$ cat src/rtl/idle_boost_ctrl.sv
module idle_boost_ctrl #(
  parameter int FREQ_W   = 8,
  parameter int VID_W    = 6,
  parameter int CST_W    = 3,
  parameter int DEEP_LVL = 3,
  parameter int CNT_W    = 16
) (
  input  logic              clk,
  input  logic              rst_n,
  input  logic [CST_W-1:0]  core0_cst,
  input  logic [CST_W-1:0]  core1_cst,
  input  logic              req_top,
  input  logic [FREQ_W-1:0] req_freq,
  input  logic [VID_W-1:0]  req_vid,
  input  logic              boost_dis,
  input  logic [FREQ_W-1:0] boost_freq,
  input  logic [VID_W-1:0]  boost_vid,
  input  logic [FREQ_W-1:0] guar_freq,
  input  logic [VID_W-1:0]  guar_vid,
  input  logic [CNT_W-1:0]  wake_window,
  input  logic [CNT_W-1:0]  reentry_holdoff,
  input  logic              vr_done,
  input  logic              pll_done,
  output logic [FREQ_W-1:0] freq_o,
  output logic [VID_W-1:0]  vid_o,
  output logic              boost_active
);

  localparam logic [CST_W-1:0] DEEP = CST_W'(DEEP_LVL);

  typedef enum logic [2:0] {
    S_IDLE, S_VUP, S_FUP, S_BOOST, S_WAKE, S_FDN, S_VDN
  } st_t;

  st_t st_q, st_d;
  logic partner_q, partner_d;
  logic [CNT_W-1:0] win_q, hold_q;

  wire c0_run  = (core0_cst == '0);
  wire c1_run  = (core1_cst == '0);
  wire c0_deep = (core0_cst >= DEEP);
  wire c1_deep = (core1_cst >= DEEP);
  wire pair1   = c0_run && c1_deep;
  wire pair0   = c1_run && c0_deep;
  wire want    = req_top && !boost_dis;
  wire partner_deep = partner_q ? c1_deep : c0_deep;
  wire win_end = ({1'b0, win_q} + (CNT_W+1)'(1)) >= {1'b0, wake_window};

  always_comb begin
    st_d = st_q;
    partner_d = partner_q;
    unique case (st_q)
      S_IDLE:
        if (want && (pair0 || pair1) && hold_q == '0) begin
          st_d = S_VUP;
          partner_d = pair1;
        end
      S_VUP:
        if (vr_done) st_d = (want && partner_deep) ? S_FUP : S_VDN;
      S_FUP:
        if (pll_done) st_d = want ? S_BOOST : S_FDN;
      S_BOOST:
        if (!want) st_d = S_FDN;
        else if (!partner_deep) st_d = S_WAKE;
      S_WAKE:
        if (!want) st_d = S_FDN;
        else if (partner_deep) st_d = S_BOOST;
        else if (win_end) st_d = S_FDN;
      S_FDN:
        if (pll_done) st_d = S_VDN;
      S_VDN:
        if (vr_done) st_d = S_IDLE;
      default: st_d = S_IDLE;
    endcase
  end

  logic [FREQ_W-1:0] freq_d;
  logic [VID_W-1:0]  vid_d;

  always_comb begin
    unique case (st_d)
      S_IDLE: begin
        freq_d = req_top ? guar_freq : req_freq;
        vid_d  = req_top ? guar_vid  : req_vid;
      end
      S_VUP:                  begin freq_d = guar_freq;  vid_d = boost_vid; end
      S_FUP, S_BOOST, S_WAKE: begin freq_d = boost_freq; vid_d = boost_vid; end
      S_FDN:                  begin freq_d = guar_freq;  vid_d = boost_vid; end
      default:                begin freq_d = guar_freq;  vid_d = guar_vid;  end
    endcase
  end

  always_ff @(posedge clk or negedge rst_n) begin
    if (!rst_n) begin
      st_q         <= S_IDLE;
      partner_q    <= 1'b0;
      win_q        <= '0;
      hold_q       <= '0;
      freq_o       <= '0;
      vid_o        <= '0;
      boost_active <= 1'b0;
    end else begin
      st_q         <= st_d;
      partner_q    <= partner_d;
      freq_o       <= freq_d;
      vid_o        <= vid_d;
      boost_active <= (st_d == S_BOOST) || (st_d == S_WAKE);
      if (st_q == S_BOOST)     win_q <= CNT_W'(1);
      else if (st_q == S_WAKE) win_q <= win_q + CNT_W'(1);
      if (st_q == S_VDN && vr_done)            hold_q <= reentry_holdoff;
      else if (st_q == S_IDLE && hold_q != '0) hold_q <= hold_q - CNT_W'(1);
    end
  end

endmodule


$ cat config.mk
export PLATFORM = sky130hd
export DESIGN_NAME = idle_boost_ctrl
export DESIGN_NICKNAME = d
export VERILOG_FILES = /design/src/rtl/idle_boost_ctrl.sv
export SDC_FILE = /design/constraint.sdc
export NUM_CORES = 1
export LEC_CHECK = 0
export BUFFER_PORTS_ARGS = -buffer_cell sky130_fd_sc_hd__buf_2
export CORE_UTILIZATION = 40
export DETAILED_ROUTE_END_ITERATION = 6
export GPL_ROUTABILITY_DRIVEN = 0
export SYNTH_ARGS = -nofsm -noshare
export SYNTH_HDL_FRONTEND = slang
export SYNTH_SLANG_ARGS = --single-unit
$ cat constraint.sdc
create_clock -name clk -period 3.9 [get_ports clk]
set_clock_uncertainty 0.2 [all_clocks]
set_input_delay 0.78 -clock clk [delete_from_list [all_inputs] [get_ports clk]]
set_output_delay 0.78 -clock clk [all_outputs]
set_load 0.05 [all_outputs]
# == Word level (Yosys, flattened, before mapping) ==
# Index checks and enable logic that the tools add are counted.
# totals
ff_bits,51
inputBits,86
output_inout_bits,15
word_cells,68
# op_classes
addsub,3
n_lt_le_gt_ge,3
eq_ne,11
mux,22
reduce_logical,22
# ops
operator,count
two-way mux 16 bit,4
two-way mux 3 bit,12
one-hot mux 3 bit (7 select lines),1
adder 16 x 1 -> 17 bit (second input constant),1
greater-or-equal comparator 17 x 16 -> 1 bit,1
adder 16 x 1 -> 16 bit (second input constant),1
logical NOT 16 bit,1
one-hot mux 8 bit (2 select lines),1
nonzero test 16 bit,1
subtractor 16 x 1 -> 16 bit (second input constant),1
equality test 3 bit (second input constant),5
equality test 3 x 2 -> 1 bit (second input constant),4
logical NOT 3 bit,4
one-hot mux 6 bit (2 select lines),1
logical AND 1 bit,8
two-way mux 8 bit,1
equality test 3 x 1 -> 1 bit (second input constant),2
greater-or-equal comparator 3 x 2 -> 1 bit (second input constant),2
two-way mux 6 bit,1
OR reduction 5 bit,1
nonzero test 2 bit,2
OR reduction 3 bit,1
logical OR 1 bit,2
AND reduction 2 bit,1
other kinds (2),2

# == Logic depth before layout (Yosys ltp) ==
# Gate-level depths: netlist of run 1.
# logic_depth
word_depth,10
ltp_mapped,16
depth_no_buf,15

# == Worst setup path before layout of run 1 ==
# OpenSTA, ideal clock, no wires.
# synth_timing
kind,register to register
start,reg win_q[0]
end,reg boost_active
setup_ps,128
arrival_time_ps,3066
required_time_ps,3572
path_slack_ps,506
path_stages_with_launch,16
path_buffers,1
period_less_slack_ps,3394
path_cell_list,dfrtp_1 > ha_1 > nand3_1 > nor2_1 > nand4_1 > nor3_1 > xor2_1 > ha_1 > nand2_1 > nor2_1 > a41oi_1 > o21ai_0 > a31oi_1 > a21boi_1 > buf_6 > mux2_1
# synth_between
elab_chain_len,8
elab_cells_between_ends,9
cone_classes,1 x add/sub; 1 x order compare; 2 x eq/ne; 4 x mux; 1 x reduce/logical
# synth_lines
item,line,source
"start, declared",37,"logic [CNT_W-1:0] win_q, hold_q;"
"start signal, assigned",109,else if (st_q == S_WAKE) win_q <= win_q + CNT_W'(1);
adder 16 x 1 -> 17 bit (*),47,"wire win_end = ({1'b0, win_q} + (CNT_W+1)'(1)) >= {1'b0, wake_window};"
greater-or-equal comparator 17 x 16 -> 1 bit (*),47,
two-way mux 3 bit (*),68,else if (win_end) st_d = S_FDN;
two-way mux 3 bit (*),67,else if (partner_deep) st_d = S_BOOST;
two-way mux 3 bit (*),66,if (!want) st_d = S_FDN;
one-hot mux 3 bit (7 select lines) (*),52,unique case (st_q)
equality test 3 x 2 -> 1 bit or equality test 3 bit (tied branches),107,boost_active <= (st_d == S_BOOST) || (st_d == S_WAKE);
logical OR 1 bit (*),107,
"end signal, assigned",107,
"end, declared",26,output logic boost_active
# Mark *: on every way between the ends. The rest lies on a longest branch, timed or not.
# A chain may end at the register's enable or synchronous reset.

# == Worst setup path after layout of run 1 ==
# layout_timing
start,reg win_q[0]
end,reg freq_o[5]
# layout_between
elab_chain_len,9
elab_cells_between_ends,12
cone_classes,1 x add/sub; 1 x order compare; 3 x eq/ne; 5 x mux; 2 x reduce/logical
# layout_lines
item,line,source
adder 16 x 1 -> 17 bit (*),47,
greater-or-equal comparator 17 x 16 -> 1 bit (*),47,
two-way mux 3 bit (*),68,
two-way mux 3 bit (*),67,
two-way mux 3 bit (*),66,
one-hot mux 3 bit (7 select lines) (*),52,
equality test 3 x 2 -> 1 bit or equality test 3 bit (tied branches),81,unique case (st_d)
OR reduction 3 bit,81,
one-hot mux 8 bit (2 select lines) (*),81,
via freq_d[5],77,logic [FREQ_W-1:0] freq_d;
"end signal, assigned",105,freq_o <= freq_d;
"end, declared",24,"output logic [FREQ_W-1:0] freq_o,"
# Mark *: on every way through the listed nets, which the timed path passes. The rest lies on a longest branch.

==> run metrics, run 1 <==
antenna violations before repair=0; largest net degree at the start of global routing=33; ys async rst share=100%; Req. time, crit path=3.94 ns; P&R area growth vs syn=21.6%; Setup-failing EPs final=0; die area=8870 um2; wire length per cell after detailed routing=13.3 um; outcome=complete, but fails checks; htree depth=2; initial core utilization=41.4%; Max Slew Vio Count=0; Post-DRT Antenna Nets=0; gr ovfl total=0; r2r setup slk=0.31 ns; Die Span X=94.2 um; minimum clock period=3.59 ns; Avg Inst Size Synth=8.81 um2; ANT cells=0; Fin. Hold Viols=0; first-pass GRT wire length=13,000 um; Lkg Pwr=2.07 nW; CORE AREA=8220 um2; DRT iter0 DRCs=164; Primary FF master, synth=dfrtp_1; CTS root buf=clkbuf_8; cell area after synthesis=3400 um2; fmax=279 MHz; Synthesized Nets=490; pwr dens=684 nW/um2; drt first pass iters=7; die height=94.2 um; via count=3,095; total global-route track usage=18.5%; Clock Tree Buf Depth=2; sequential element share of the synthesized area=37.5%; Crit Path Class=reg2reg; Slew headroom=25.9%; Unique masters post-synth=49; CP Launch Type=flip-flop; quantity of I/O buffers inserted on ports=100; num ports=101; Layout Nets=591; Worst-path clk slew=0.09 ns; Hold Path Class=in2async; failing checks=design-rule violations; crit path max fanout=10; measured slew at the worst slew-check pin=1.11 ns; estimated wirelength of the detail-placed design=5910 um; RSZ-0062 raised after global routing=no; number of synthesized register bits=51; post-layout util=50.3%; DRT Wirelength=7860 um; CTS tree=built; share of cells above drive strength 1=27.7%; crit path DAT=3.63 ns; worst skew pair latency=0.30 ns; Max-Cap Viols=0; Peak VDD IR=0.350 mV; Num CTS Buffers=5; yosys synthesis warning count=0; vias per inst=5.23; Mapped Cells=386; fin crit share=92.0%; DRC violations left=1; vias in the first global route=2,956; EDFF count, synth=0; Sinks on Clock Net=51; final setup TNS=0 ns; Rows=33; Critical Path End Type=flip-flop
-- metrics by stage --
step | instances | setup WS [ns] | hold slack, ns | power (mW) | area [um2]
after floorplan | 386 | 0.506 | 0.284 | 2.13 | 3400
after global placement | 584 | 0.181 | 0.335 | 2.50 | 4020
after detailed placement | 584 | 0.0615 | 0.338 | 2.52 | 4020
after CTS | 591 | 0.0133 | 0.337 | 2.85 | 4110
after global routing | 592 | 0.00303 | 0.365 | 3.06 | 4130
final | 592 | 0.312 | 0.311 | 2.83 | 4130
-- layout make-up --
class | instances | area [um2]
Inverter | 29 | 109
Multi-Input combinational cell | 293 | 1970
Timing Repair Buffer | 107 | 557
Fill cell | 838 | 4080
Sequential cell | 51 | 1280
Tap cell | 105 | 131
Clock inverter | 1 | 5.00
Clock buffer | 6 | 82.6
-- power breakdown --
| part | leakage, nW | internal (mW) | total, mW | switching [mW] |
|---|---|---|---|---|
| combinational | 1.41 | 0.636 | 1.62 | 0.980 |
| sequential | 0.615 | 0.730 | 0.897 | 0.168 |
| clock | 0.0470 | 0.140 | 0.314 | 0.175 |
| total | 2.07 | 1.51 | 2.83 | 1.32 |
-- cell usage in the layout (no fill, tap or decap), types with 2 or more instances in the layout --
master      n
buf_2     100
dfrtp_1    50
nand2_1    46
nor2_1     37
inv_1      29
a21oi_1    26
ha_1       17
nand3_1    16
xor2_1     15
o21ai_0    14
xnor2_1    13
a22oi_1    10
nor2b_1     9
a22o_1      9
mux2_4      8
nor3_1      7
nand4_1     6
a222oi_1    6
clkbuf_8    6
buf_4       6
a31oi_1     4
and3_1      3
a211oi_1    3
a21o_1      3
mux2i_1     3
or4_1       3
nor4_1      3
nor3_2      2
o211ai_1    2
a21boi_1    2
nand2b_1    2
and2_1      2
nor4_2      2
o31ai_1     2
-- cell usage after synthesis, drive strengths merged (2+ instances only) --
| cell type | number | area (um2) |
|---|---|---|
| dfrtp | 51 | 1280 |
| nand2 | 46 | 173 |
| nor2 | 38 | 143 |
| inv | 29 | 109 |
| a21oi | 26 | 130 |
| ha | 18 | 225 |
| nand3 | 17 | 85.1 |
| xor2 | 15 | 131 |
| o21ai | 14 | 70.1 |
| xnor2 | 13 | 114 |
| clkbuf | 11 | 41.3 |
| a22oi | 10 | 75.1 |
| a22o | 9 | 78.8 |
| mux2 | 9 | 131 |
| nor2b | 9 | 56.3 |
| nor3 | 9 | 50.1 |
| a222oi | 6 | 60.1 |
| nand4 | 6 | 37.5 |
| nor4 | 5 | 43.8 |
| a211oi | 4 | 35.0 |
| a31oi | 4 | 25.0 |
| or4 | 4 | 33.8 |
| a21o | 3 | 22.5 |
| and3 | 3 | 18.8 |
| mux2i | 3 | 30.0 |
| a211o | 2 | 18.8 |
| a21boi | 2 | 15.0 |
| and2 | 2 | 12.5 |
| buf | 2 | 16.3 |
| nand2b | 2 | 12.5 |
| nand4b | 2 | 32.5 |
| nor3b | 2 | 20.0 |
| o211ai | 2 | 15.0 |
| o31ai | 2 | 15.0 |
-- critical path, stage by stage (launching register included) --
cell      delay (ns)
dfrtp_2         0.43
ha_2            0.24
nand3_2         0.15
nor2_2          0.18
nand4_1         0.23
buf_4           0.22
xnor2_1         0.12
ha_1            0.29
a211oi_1        0.21
nor2_1          0.07
nor3_1          0.13
o21ai_0         0.11
a31oi_1         0.16
a21boi_1        0.20
buf_6           0.20
mux2_4          0.31
nand3_1         0.08
-- final timing paths --
path | start | end | cells after the start
max reg2reg | win_q[0] | freq_o[5] | 16
max in group asynchronous | rst_n | win_q[0] | 2
min | rst_n | win_q[10] | 1
min reg2reg | win_q[8] | win_q[8] | 1
min in group clk | win_q[8] | win_q[8] | 1
max | win_q[0] | freq_o[5] | 16
-- flip-flops by register name (all words and copies together) (netlist names) --
register / flops
partner_q: 1
vid_o: 6
st_q: 3
boost_active: 1
freq_o: 8
hold_q: 16
win_q: 16
-- kinds of logic after synthesis --
group | synth area share [%]
simple gates | 21.6
flops | 37.5
mux | 4.75
compound gates | 17.4
buf+inv | 4.89
fa+ha+maj | 6.63
xor+xnor | 7.21
-- routing by layer --
layer  vias to the layer above  global-route usage, %  share of wire (%)
met2                        71                   31.0                 48
met1                      1450                   23.7                 45
met4                         0                   5.26                1.4
met3                         7                   4.21                5.3
met5                         -                      0                  0
li1                       1567                      -                  -
-- timing repair --
action / 4_1_cts / 5_1_grt
hold buffers: 0 / 0
setup endpoints to repair: 8 / 10
pin swaps: 1 / 1
buffers inserted: 0 / 1
resized for setup: 0 / 6
gates cloned: 0 / 0
Note: power is estimated with default switching activity, not from simulation.
==> run 2, diff against run 1 <==
- CORE_UTILIZATION: 40 -> 39
- SKIP_CTS_REPAIR_TIMING: default -> 1
- clock period: 3.9 -> 3.42 ns (I/O delays scaled with it)
==> run 2 against run 1 <==
  * The run now ends clean
  * Die area up 2.5%
  * Global-route usage up 0.36 points
  * Sequential cell count unchanged
  * Combinational power up 24%
  * Largest power group unchanged
==> run metrics, run 2 (same netlist as run 1, synthesis figures left out) <==
htree depth=2; Layout Cells excl Fill=608; DRT iter0 DRCs=172; RSZ-0062 raised after global routing=yes; Design Area, Final=4390 um2; P&R area growth vs syn=29.0%; Comb power frac=56.9%; Num CTS Buffers=5; Req. time, crit path=3.46 ns; via count=3,146; CORE AREA=8340 um2; drt first pass iters=4; Switching Power=1.60 mW; crit path DAT=3.37 ns; outcome=finished clean; largest net degree at the start of global routing=33; crit path max fanout=5; Reg area=1280 um2; Sw Share=45.2%; commonest non-fill, non-tap cell in the layout=buf_2; initial core utilization=40.8%; Crit Path Class=reg2reg; antenna violations before repair=0; CTS tree=built; Hold Path Class=in2async; Layout Nets=606; estimated wirelength of the detail-placed design=6200 um; placed cells=595; share of cells above drive strength 1=33.0%; measured slew at the worst slew-check pin=0.735 ns; num ports=101; ANT cells=0; Die Span X=95.4 um; die height=95.4 um; multi-input logic area=2060 um2; minimum clock period=3.33 ns; Slew headroom=50.6%; Peak VDD IR=0.505 mV; P_int=1.93 mW; fin crit share=97.2%; Post-DRT Antenna Nets=0; fmax=301 MHz; first-pass GRT wire length=13,400 um; CP Launch Type=flip-flop; Fin Hold WS=0.213 ns; vias per inst=5.17; Critical Path End Type=flip-flop; DRC violations left=0; DP Area=4100 um2; final setup TNS=0 ns; Max Slew Vio Count=0; worst skew pair latency=0.31 ns; Worst-path clk slew=0.10 ns; Rows=33; most frequent cells in the layout=buf_2, dfrtp_1, nand2_1; wire length per cell after detailed routing=13.8 um; Setup-failing EPs final=0; total global-route track usage=18.9%; vias in the first global route=2,957; gr ovfl total=0; DRT Wirelength=8400 um; Sinks on Clock Net=51; quantity of I/O buffers inserted on ports=100; CTS root buf=clkbuf_8; pwr dens=804 nW/um2; Max-Cap Viols=0; Clk pwr share=14.4%; sequential share of power=28.7%; Fin. Hold Viols=0; fillcell total=807; Regs by FF count=hold_q (16), win_q (16), freq_o (8); Clock Tree Buf Depth=2; die area=9090 um2; Lkg Pwr=2.22 nW
[run 2: cell count changes in the layout (fill, tap and decap cells not counted), moves of 2 or more]
cell / delta
xnor2_1: -2
nand3_2: +8
bufinv_16: +2
xnor2_2: +2
nand3_1: -8
o21ai_0: -2
o21ai_1: +2
buf_4: +14
[run 2: power groups by stage]
stage / Clock, mW / Sequential, mW / Combinational [mW]
after floorplan: 0 / 1.30 / 1.13
after global placement: 0 / 1.01 / 1.87
after detailed placement: 0 / 1.02 / 1.91
after CTS: 0.523 / 1.01 / 1.91
after global routing: 0.535 / 1.05 / 2.21
final: 0.507 / 1.01 / 2.01
[run 2: worst max-delay path: stages, from the launching register on]
cell,delay [ns]
dfrtp_1,0.37
ha_2,0.19
nand3_2,0.09
nor2_2,0.14
nand4_1,0.17
buf_4,0.20
xnor2_2,0.12
ha_1,0.33
a211oi_2,0.22
nor2_1,0.07
nor3_2,0.18
o21ai_1,0.07
a31oi_1,0.14
a21boi_4,0.23
buf_6,0.16
mux2_4,0.31
nand3_2,0.06
[run 2: path summary, 6_finish.rpt]
path                           start        end  slack (ns)  depth (start not counted)
max                         win_q[0]  freq_o[3]        0.09                         16
min                            rst_n   win_q[6]        0.21                          1
max reg2reg                 win_q[0]  freq_o[3]        0.09                         16
min reg2reg                partner_q  partner_q        0.37                          2
max in group asynchronous      rst_n  freq_o[3]        2.08                          2
min in group clk           partner_q  partner_q        0.37                          2
[run 2: cell type report]
type,count,share of cell area [%]
clock buffer,5,1.57
clock inverter,3,1.54
inverter,29,2.48
multi-input combinational,293,47.0
sequential,51,29.1
tap,105,3.00
timing repair buffer,122,15.3
[run 2: per-layer routing]
layer  track usage [%]  part of all wire [%]  vias up
met5                 0                     0        -
met4              4.55                  0.94        0
met3              3.99                   4.8        5
met2              32.1                    49       73
met1              24.2                    45     1470
li1                  -                     -     1598
[run 2: per-stage QoR]
step	power, mW	setup WS [ns]	util, %
2_1_floorplan	2.43	0.0265	-
3_3_place_gp	2.89	0.0927	49.2
3_5_place_dp	2.93	0.0416	49.2
4_1_cts	3.44	-0.0209	50.8
5_1_grt	3.79	-0.0852	52.6
6_report	3.53	0.0943	52.6
==> run 3, diff against run 2 <==
- CTS_CLUSTER_DIAMETER: default -> 150
- PLACE_DENSITY: default -> 0.66
- clock period: 3.42 -> 2.8 ns (I/O delays scaled with it)
==> run 3 against run 2 <==
  * Largest cell class unchanged
  * Core utilization up 2.7 points
  * Clock power fell by 9.3%
  * The run now ends with negative setup slack left
  * Total power grew 24%
  * Largest power group unchanged
  * Critical endpoint is now freq_o[2]
==> run metrics, run 3 (same netlist as run 1, synthesis figures left out) <==
outcome=complete, but fails checks; failing checks=negative setup slack; measured slew at the worst slew-check pin=0.617 ns; quantity of I/O buffers inserted on ports=100; Rows=33; DRT iter0 DRCs=123; via count=3,258; reg-to-reg startpoint=win_q[0]; die height=95.4 um; Peak VDD IR=0.524 mV; total global-route track usage=19.1%; Max-Cap Viols=0; Worst Setup SP=win_q[0]; Worst Path Buf+Inv=1; Crit Path Class=reg2reg; Total Power=4.39 mW; RSZ-0062 raised after global routing=yes; Fin. Hold Viols=0; num ports=101; wire length per cell after detailed routing=13.4 um; commonest non-fill, non-tap cell in the layout=buf_2; fillcell total=790; Setup Slack @ Placement=-0.416 ns; fin crit share=115%; Lkg Pwr=2.35 nW; vias in the first global route=3,108; minimum clock period=3.22 ns; Critical Path Stages=16; Layout Cells excl Fill=635; CORE AREA=8340 um2; htree depth=2; ANT cells=0; DRT Wirelength=8510 um; Slew headroom=58.7%; die area=9090 um2; Die Span X=95.4 um; end of the critical path=freq_o[2]; Reg2Reg Capture Point=freq_o[2]; antenna violations before repair=0; FF-to-FF path depth=16; worst skew pair latency=0.30 ns; Regs by FF count=hold_q (16), win_q (16), freq_o (8); Hold Path Class=in2reg; Layout Nets=633; CP Launch Type=flip-flop; share of cells above drive strength 1=36.6%; worst setup margin=-0.421 ns; DRC violations left=0; Req. time, crit path=2.84 ns; CTS tree=built; worst path cell trace=ha_4 > nand3_4 > nor2_4 > nand4_1 > nor3_2 > xor2_1 > ha_1 > nand2_1 > nor2_2 > a41oi_2 > o21ai_1 > a31oi_1 > a21boi_4 > clkbuf_16 > mux2_4 > nand3_2; largest net degree at the start of global routing=46; r2r setup slk=-0.42 ns; drt first pass iters=4; Num CTS Buffers=5; Critical Path End Type=flip-flop; Clock Tree Buf Depth=2; pwr dens=953 nW/um2; first-pass GRT wire length=13,700 um; vias per inst=5.13; Top delay family on crit path=simple AND/OR/NAND/NOR gates; placed cells=622; Worst-path clk slew=0.09 ns; crit path DAT=3.26 ns; Sinks on Clock Net=51; most frequent cells in the layout=buf_2, dfrtp_1, nand2_1, buf_4, nor2_1; CTS root buf=clkbuf_8; P&R area growth vs syn=35.6%; Max Slew Vio Count=0; Setup-failing EPs final=10; Largest stage delay, worst path=0.41 ns; crit path max fanout=5; Post-DRT Antenna Nets=0; gr ovfl total=0; initial core utilization=40.8%; estimated wirelength of the detail-placed design=6650 um; slowest library cell on the worst path=dfrtp_2; fmax=310 MHz
run 3: cell types whose count changed in the layout (fill, tap and decap cells not counted), sizes merged:
cell | previous run | this run
buf | 122 | 147
clkbuf | 5 | 9
bufinv | 2 | 0
clkinvlp | 1 | 0
dlygate4sd3 | 0 | 1
run 3: through the flow:
stage	setup TNS (ns)	instance area [um2]	utilization [%]	hold WS [ns]
2_1_floorplan	-2.18	3490	-	0.0644
3_3_place_gp	-2.50	4410	52.8	0.209
3_5_place_dp	-4.05	4410	52.8	0.213
4_1_cts	-4.32	4510	54.0	-0.124
5_1_grt	-5.59	4610	55.3	0.250
6_report	-3.87	4610	55.3	0.262
run 3: power by group:
group	switching (mW)	internal [mW]	total, mW
Sequential	0.208	1.02	1.22
Clock	0.234	0.226	0.460
Combinational	1.54	1.17	2.71
run 3: how the worst min path moves through the flow:
stage                       from           end  slack, ns  cells past startpoint
floorplan                  rst_n  boost_active       0.06                      0
global placement           rst_n     win_q[11]       0.21                      1
detailed placement         rst_n     win_q[11]       0.21                      1
CTS                        rst_n     win_q[11]      -0.12                      1
global route        boost_vid[1]      vid_o[1]       0.25                      3
finish              boost_vid[1]      vid_o[1]       0.26                      3
run 3: layer usage:
layer / GRT usage (%) / wire, um
met1: 24.4 / 3780
met2: 33.9 / 4230
met3: 4.07 / 423
met4: 2.65 / 69
met5: 0 / 0
run 3: tightest hold or removal path, cell delays in order:
cell      delay (ns)
buf_2           0.07
a222oi_1        0.05
inv_1           0.05
run 3: area by class of cell:
cell class | instances | area (um2) | share of cell area, %
well taps | 105 | 131 | 2.85
flip-flops and latches | 51 | 1280 | 27.7
clock buffers | 8 | 100 | 2.17
inverters | 29 | 111 | 2.42
repair buffers | 149 | 901 | 19.5
multi-input cells | 293 | 2090 | 45.3
